==> config.mk <==
export PLATFORM = sky130hd
export DESIGN_NAME = dma_cmd_dispatch
export DESIGN_NICKNAME = d
export VERILOG_FILES = /design/src/rtl/dma_cmd_dispatch.sv
export SDC_FILE = /design/constraint.sdc
export NUM_CORES = 1
export LEC_CHECK = 0
export ABC_AREA = 1
export BUFFER_PORTS_ARGS = -buffer_cell sky130_fd_sc_hd__buf_2
export CAP_MARGIN = 20
export CORE_ASPECT_RATIO = 0.7
export CORE_MARGIN = 4
export CORE_UTILIZATION = 55
export DETAILED_ROUTE_END_ITERATION = 12
export PLACE_DENSITY = 0.86
export SETUP_SLACK_MARGIN = 0.5
export SLEW_MARGIN = 30
export SYNTH_ARGS = -nofsm -noshare
export SYNTH_HDL_FRONTEND = slang
export SYNTH_SLANG_ARGS = --single-unit
export TNS_END_PERCENT = 5
==> constraint.sdc <==
create_clock -name clk -period 3.55 [get_ports clk]
set_input_delay 0.355 -clock clk [delete_from_list [all_inputs] [get_ports clk]]
set_output_delay 0.355 -clock clk [all_outputs]
set_load 0.02 [all_outputs]
==> src/rtl/dma_cmd_dispatch.sv <==
module dma_cmd_dispatch (
  input  logic        clk,
  input  logic        rst_n,
  input  logic        run_i,
  input  logic        wake_i,
  input  logic        flush_i,
  input  logic        ptr_wr_i,
  input  logic [31:0] ptr_wdata_i,
  input  logic        desc_valid_i,
  input  logic [15:0] desc_count_i,
  input  logic [15:0] desc_cmd_i,
  input  logic [31:0] desc_addr_i,
  input  logic [31:0] desc_dep_i,
  input  logic        done_i,
  input  logic [15:0] done_res_i,
  input  logic [31:0] done_data_i,
  output logic        xfer_req_o,
  output logic        word_req_o,
  output logic        req_write_o,
  output logic        req_last_o,
  output logic [31:0] req_addr_o,
  output logic [15:0] req_len_o,
  output logic [31:0] req_data_o,
  output logic        busy_o,
  output logic        wb_valid_o,
  output logic [15:0] wb_res_o,
  output logic [15:0] wb_status_o,
  output logic [31:0] wb_dep_o,
  output logic [31:0] cmd_ptr_o,
  output logic        active_o,
  output logic        dead_o,
  output logic        flush_o,
  output logic        irq_o
);

  localparam logic [31:0] DESC_STEP = 32'd16;
  localparam logic [2:0]  SYS_KEY   = 3'd6;

  logic        have_q, busy_q, load_q, word_q, clrflush_q;
  logic [15:0] cnt_q;
  logic [3:0]  op_q;
  logic [2:0]  key_q;
  logic [31:0] addr_q, dep_q;

  logic unused_bits;
  assign unused_bits = ^{desc_cmd_i[11], desc_cmd_i[7:0]};

  wire go        = have_q & run_i & active_o & ~busy_q;
  wire is_xfer   = (op_q[3:2] == 2'b00);
  wire is_word   = (op_q[3:1] == 3'b010);
  wire is_nop    = (op_q == 4'd6);
  wire is_stop   = (op_q == 4'd7);
  wire word_key  = ~key_q[2] | (key_q == SYS_KEY);
  wire kill      = op_q[3] | (is_xfer & (key_q[2] | (addr_q == 32'd0))) | (is_word & ~word_key);

  wire [15:0] wlen  = cnt_q[2] ? 16'd4 : (cnt_q[1] ? 16'd2 : 16'd1);
  wire [31:0] waddr = cnt_q[2] ? {addr_q[31:2], 2'b00} :
                      (cnt_q[1] ? {addr_q[31:1], 1'b0} : addr_q);
  wire [15:0] status = {run_i, 1'b0, flush_o, 1'b0, dead_o, active_o, 10'd0};

  assign busy_o = busy_q;

  always_ff @(posedge clk) begin
    if (!rst_n) begin
      have_q <= 1'b0; busy_q <= 1'b0; load_q <= 1'b0; word_q <= 1'b0; clrflush_q <= 1'b0;
      cnt_q <= '0; op_q <= '0; key_q <= '0; addr_q <= '0; dep_q <= '0;
      xfer_req_o <= 1'b0; word_req_o <= 1'b0; req_write_o <= 1'b0; req_last_o <= 1'b0;
      req_addr_o <= '0; req_len_o <= '0; req_data_o <= '0;
      wb_valid_o <= 1'b0; wb_res_o <= '0; wb_status_o <= '0; wb_dep_o <= '0;
      cmd_ptr_o <= '0; active_o <= 1'b0; dead_o <= 1'b0; flush_o <= 1'b0; irq_o <= 1'b0;
    end else begin
      xfer_req_o <= 1'b0;
      word_req_o <= 1'b0;
      wb_valid_o <= 1'b0;
      irq_o      <= 1'b0;

      if (desc_valid_i && !busy_q) begin
        have_q <= 1'b1;
        cnt_q  <= desc_count_i;
        op_q   <= desc_cmd_i[15:12];
        key_q  <= desc_cmd_i[10:8];
        addr_q <= desc_addr_i;
        dep_q  <= desc_dep_i;
      end

      if (ptr_wr_i && !active_o)
        cmd_ptr_o <= {ptr_wdata_i[31:4], 4'b0000};

      if (flush_i)
        flush_o <= 1'b1;

      if (!run_i) begin
        active_o <= 1'b0;
        dead_o   <= 1'b0;
      end else if (wake_i) begin
        active_o <= 1'b1;
      end

      if (go) begin
        if (kill) begin
          dead_o   <= 1'b1;
          active_o <= 1'b0;
          irq_o    <= 1'b1;
        end else if (is_stop) begin
          active_o <= 1'b0;
        end else if (is_nop) begin
          wb_valid_o  <= 1'b1;
          wb_res_o    <= '0;
          wb_status_o <= status;
          wb_dep_o    <= dep_q;
          cmd_ptr_o   <= cmd_ptr_o + DESC_STEP;
          have_q      <= 1'b0;
        end else begin
          busy_q      <= 1'b1;
          xfer_req_o  <= is_xfer;
          word_req_o  <= is_word;
          req_write_o <= is_xfer ? ~op_q[1] : ~op_q[0];
          req_last_o  <= is_xfer & op_q[0];
          req_addr_o  <= is_xfer ? addr_q : waddr;
          req_len_o   <= is_xfer ? cnt_q : wlen;
          req_data_o  <= dep_q;
          load_q      <= is_word & op_q[0];
          word_q      <= is_word;
          clrflush_q  <= is_word | op_q[0];
        end
      end

      if (busy_q && done_i) begin
        busy_q      <= 1'b0;
        wb_valid_o  <= 1'b1;
        wb_res_o    <= word_q ? 16'd0 : done_res_i;
        wb_status_o <= status;
        wb_dep_o    <= load_q ? done_data_i : req_data_o;
        cmd_ptr_o   <= cmd_ptr_o + DESC_STEP;
        have_q      <= 1'b0;
        if (clrflush_q)
          flush_o <= 1'b0;
      end
    end
  end


  ptr_align_chk: assert property (@(posedge clk) disable iff (!rst_n)
    cmd_ptr_o[3:0] == 4'b0000);


  kill_effect_chk: assert property (@(posedge clk) disable iff (!rst_n)
    $rose(dead_o) |-> (irq_o && !active_o && !wb_valid_o));


  kill_ptr_chk: assert property (@(posedge clk) disable iff (!rst_n)
    (go && kill) |=> $stable(cmd_ptr_o));


  stop_ptr_chk: assert property (@(posedge clk) disable iff (!rst_n)
    (go && !kill && is_stop) |=> ($stable(cmd_ptr_o) && !active_o && !wb_valid_o));


  word_norm_chk: assert property (@(posedge clk) disable iff (!rst_n)
    word_req_o |-> ((req_len_o == 16'd4 && req_addr_o[1:0] == 2'b00) ||
                    (req_len_o == 16'd2 && req_addr_o[0] == 1'b0) ||
                    (req_len_o == 16'd1)));


  one_req_chk: assert property (@(posedge clk) disable iff (!rst_n)
    !(xfer_req_o && word_req_o));


  dispatch_gate_chk: assert property (@(posedge clk) disable iff (!rst_n)
    $rose(busy_o) |-> $past(active_o && run_i));


  wb_idle_chk: assert property (@(posedge clk) disable iff (!rst_n)
    wb_valid_o |-> !busy_o);

endmodule

==> flow_summary.json <==
{
  "status": "finished clean",
  "dp_hpwl_um": 23760,
  "drt-pass1-iter-count": 7,
  "r2r_slack_ns": 1.10,
  "p_leak_nw": 7.192,
  "yosysTopAreaCellShare_pct": 46.15,
  "synthTopCellsByArea": "dfxtp_1, nand2_1, nor2_1",
  "yosysSeqAreaShare_pct": 46.15,
  "rsz0062_at_grt": "no",
  "max_slew_margin_pct": 48.48,
  "cts_hold_buf": 0,
  "synth_top_cell_by_area": "dfxtp_1",
  "hold_viol_final": 0,
  "startpoint": "addr_q[13]",
  "worstPathMaxFanout": 72,
  "placed_area_um2": 13280,
  "clock_skew_ns": 0.01307,
  "cts_root_buffer": "clkbuf_16",
  "drc": 0,
  "ctsResizeCount": 0,
  "cts_setup_buffers": 0,
  "finalSetupViolations": 0,
  "core_area_um2": 20180,
  "min_period_over_period_pct": 69.07,
  "clk_pin_slew_ns": 0.06,
  "worst_setup_path_start_kind": "register",
  "synthToLayoutAreaGrowth_pct": 22.43,
  "worst_pin_slew_ns": 0.7700,
  "grt_remaining_overflow": 0,
  "reg2reg_from": "addr_q[13]",
  "r2r_end": "req_data_o[16]",
  "cts_buffers": 25,
  "io_buffers": 344,
  "gp_congestion": 0.9182,
  "via_count": 11830,
  "endpoint_kind": "register",
  "syn-cell-area_um2": 11500,
  "wl_per_cell_um": 15.33,
  "antenna_found_initial": 5,
  "p_per_area_nw_per_um2": 457.4,
  "grt_max_degree": 118,
  "min_delay_worst_endpoint": "addr_q[16]",
  "critPathRequiredTime_ns": 3.96,
  "grt_pass1_vias": 10780,
  "gr-usage-all-layers_pct": 28.08,
  "clk_latency_ns": 0.52,
  "ant_nets": 0,
  "fp.dieH_um": 129.0,
  "die_w_um": 180.8,
  "synth-edff-count": 0,
  "layout_min_cycle_time_ns": 2.452,
  "nets": 2166,
  "hp-class": "input port to register",
  "worstHoldStart": "desc_addr_i[16]",
  "drv_slew": 0,
  "maxCapViolations": 0,
  "synthCells": 1697,
  "fin_setup_tns_ns": 0,
  "final_cell_area_um2": 14070,
  "routed_wirelength_um": 34820,
  "via_per_inst": 5.210,
  "ys_dominant_reg_cell": "dfxtp_1",
  "drtIter0Drc": 1040,
  "fmax_ghz": 0.4078,
  "ys_types": 32,
  "clock_sinks": 265,
  "worst-setup-path-type": "register to register",
  "r2r_cells": 11,
  "whs_path_depth": 3,
  "cts_tree": "built",
  "layout-drive-gt1-share_pct": 20.76,
  "initial_core_util_pct": 56.98,
  "cts_buffer_depth": 3,
  "io_pins": 370,
  "die_area_um2": 23320,
  "synth.avg_cell_area_um2": 6.774,
  "synth_warnings": 0,
  "ys_ff_latch": 265,
  "final_cell_mix": "nand2_1, nor2_1, buf_2",
  "row_count": 43,
  "layout_commonest_cell": "nand2_1",
  "ir_drop_mv": 0.3410,
  "grt_pass1_wl_um": 54700,
  "worstPathArrival_ns": 2.86,
  "ys_async_sr_fraction_pct": 0,
  "cts_htree_levels": 1
}
## per-layer routing
metal	track usage [%]	routed length, um
met1	36.16	13890
met2	47.27	16190
met3	6.923	3506
met4	8.533	1193
met5	0	42
## critical path, stage by stage (launching register included)
cell and delay, ns:
dfxtp_1 0.32, nor2_1 0.12, nand2_1 0.06, nor2_1 0.15, nand2_1 0.08, o21ai_1 0.23
nand2_1 0.39, nand3_4 0.37, buf_12 0.32, nand2_1 0.12, nand2_1 0.08, nor2_1 0.04
## report_power, final
part / internal (W) / total [W] / switching, W / leakage [nW]
Combinational: 0.000235 / 0.000651 / 0.000415 / 4.64
Clock: 0.00144 / 0.00259 / 0.00114 / 0.389
Sequential: 0.00310 / 0.00320 / 0.000103 / 2.17
Total: 0.00477 / 0.00644 / 0.00166 / 7.19
## flip-flops by register name, summed over array words and instances (netlist names), 3 cells and up
| signal | cells |
|---|---|
| cmd_ptr_o | 32 |
| req_addr_o | 32 |
| req_data_o | 32 |
| key_q | 3 |
| wb_dep_o | 32 |
| dep_q | 32 |
| cnt_q | 16 |
| addr_q | 32 |
| wb_res_o | 16 |
| req_len_o | 16 |
| wb_status_o | 4 |
| op_q | 4 |
## synth_stat cells (2+ instances only)
library cell,count
xor2_1,16
nor2_2,2
dfxtp_1,265
buf_4,19
buf_1,3
clkbuf_1,73
a31oi_1,28
inv_1,157
buf_2,19
inv_2,3
a21oi_1,67
nand3_1,46
o211ai_1,16
mux2_2,2
nand2_1,395
o21ai_1,16
nor3_1,13
o21ai_0,163
nand4_1,18
nor2_1,362
a211oi_1,3
## metrics by stage
step	power, W	cells	hold slack, ns	util, %	worst slack, ns
2_1_floorplan	0.003654	1708	0.4058	-	1.866
3_3_place_gp	0.003882	2224	0.4208	65.80	1.235
3_5_place_dp	0.003903	2224	0.4282	65.80	1.158
4_1_cts	0.006452	2269	0.06882	69.68	1.095
5_1_grt	0.006671	2270	0.07909	69.75	0.9076
6_report	0.006437	2271	0.08774	69.76	1.098
## cell type report
cell class	count	area, um^2
fill	1718	6101
sequential	265	5309
multi-input combinational	1168	5135
timing repair buffer	360	1902
clock buffer	38	744.5
inverter	161	604.3
tap	270	337.8
clock inverter	7	37.54
antenna	2	5.005
## worst max path at each step
stage	endpoint	cells after the start
floorplan	cmd_ptr_o[16]	9
detailed placement	req_data_o[9]	11
global route	req_data_o[20]	11
global placement	cmd_ptr_o[0]	9
finish	req_data_o[16]	11
CTS	req_data_o[16]	11
## cell families (layout without fill, tap and decap cells)
family	count (synthesis)	after routing	synth area share, %
AOI/OAI and AO/OA	296	296	13.68
xor gates and xnor gates	16	16	1.219
adders and majority gates	1	1	0.1088
buffers and inverters	275	566	9.806
DFF	265	265	46.15
muxes	3	3	0.2830
other	1	14	0.03262
and+or+nand+nor	840	840	28.72
Power figures use the tool's default switching activity.
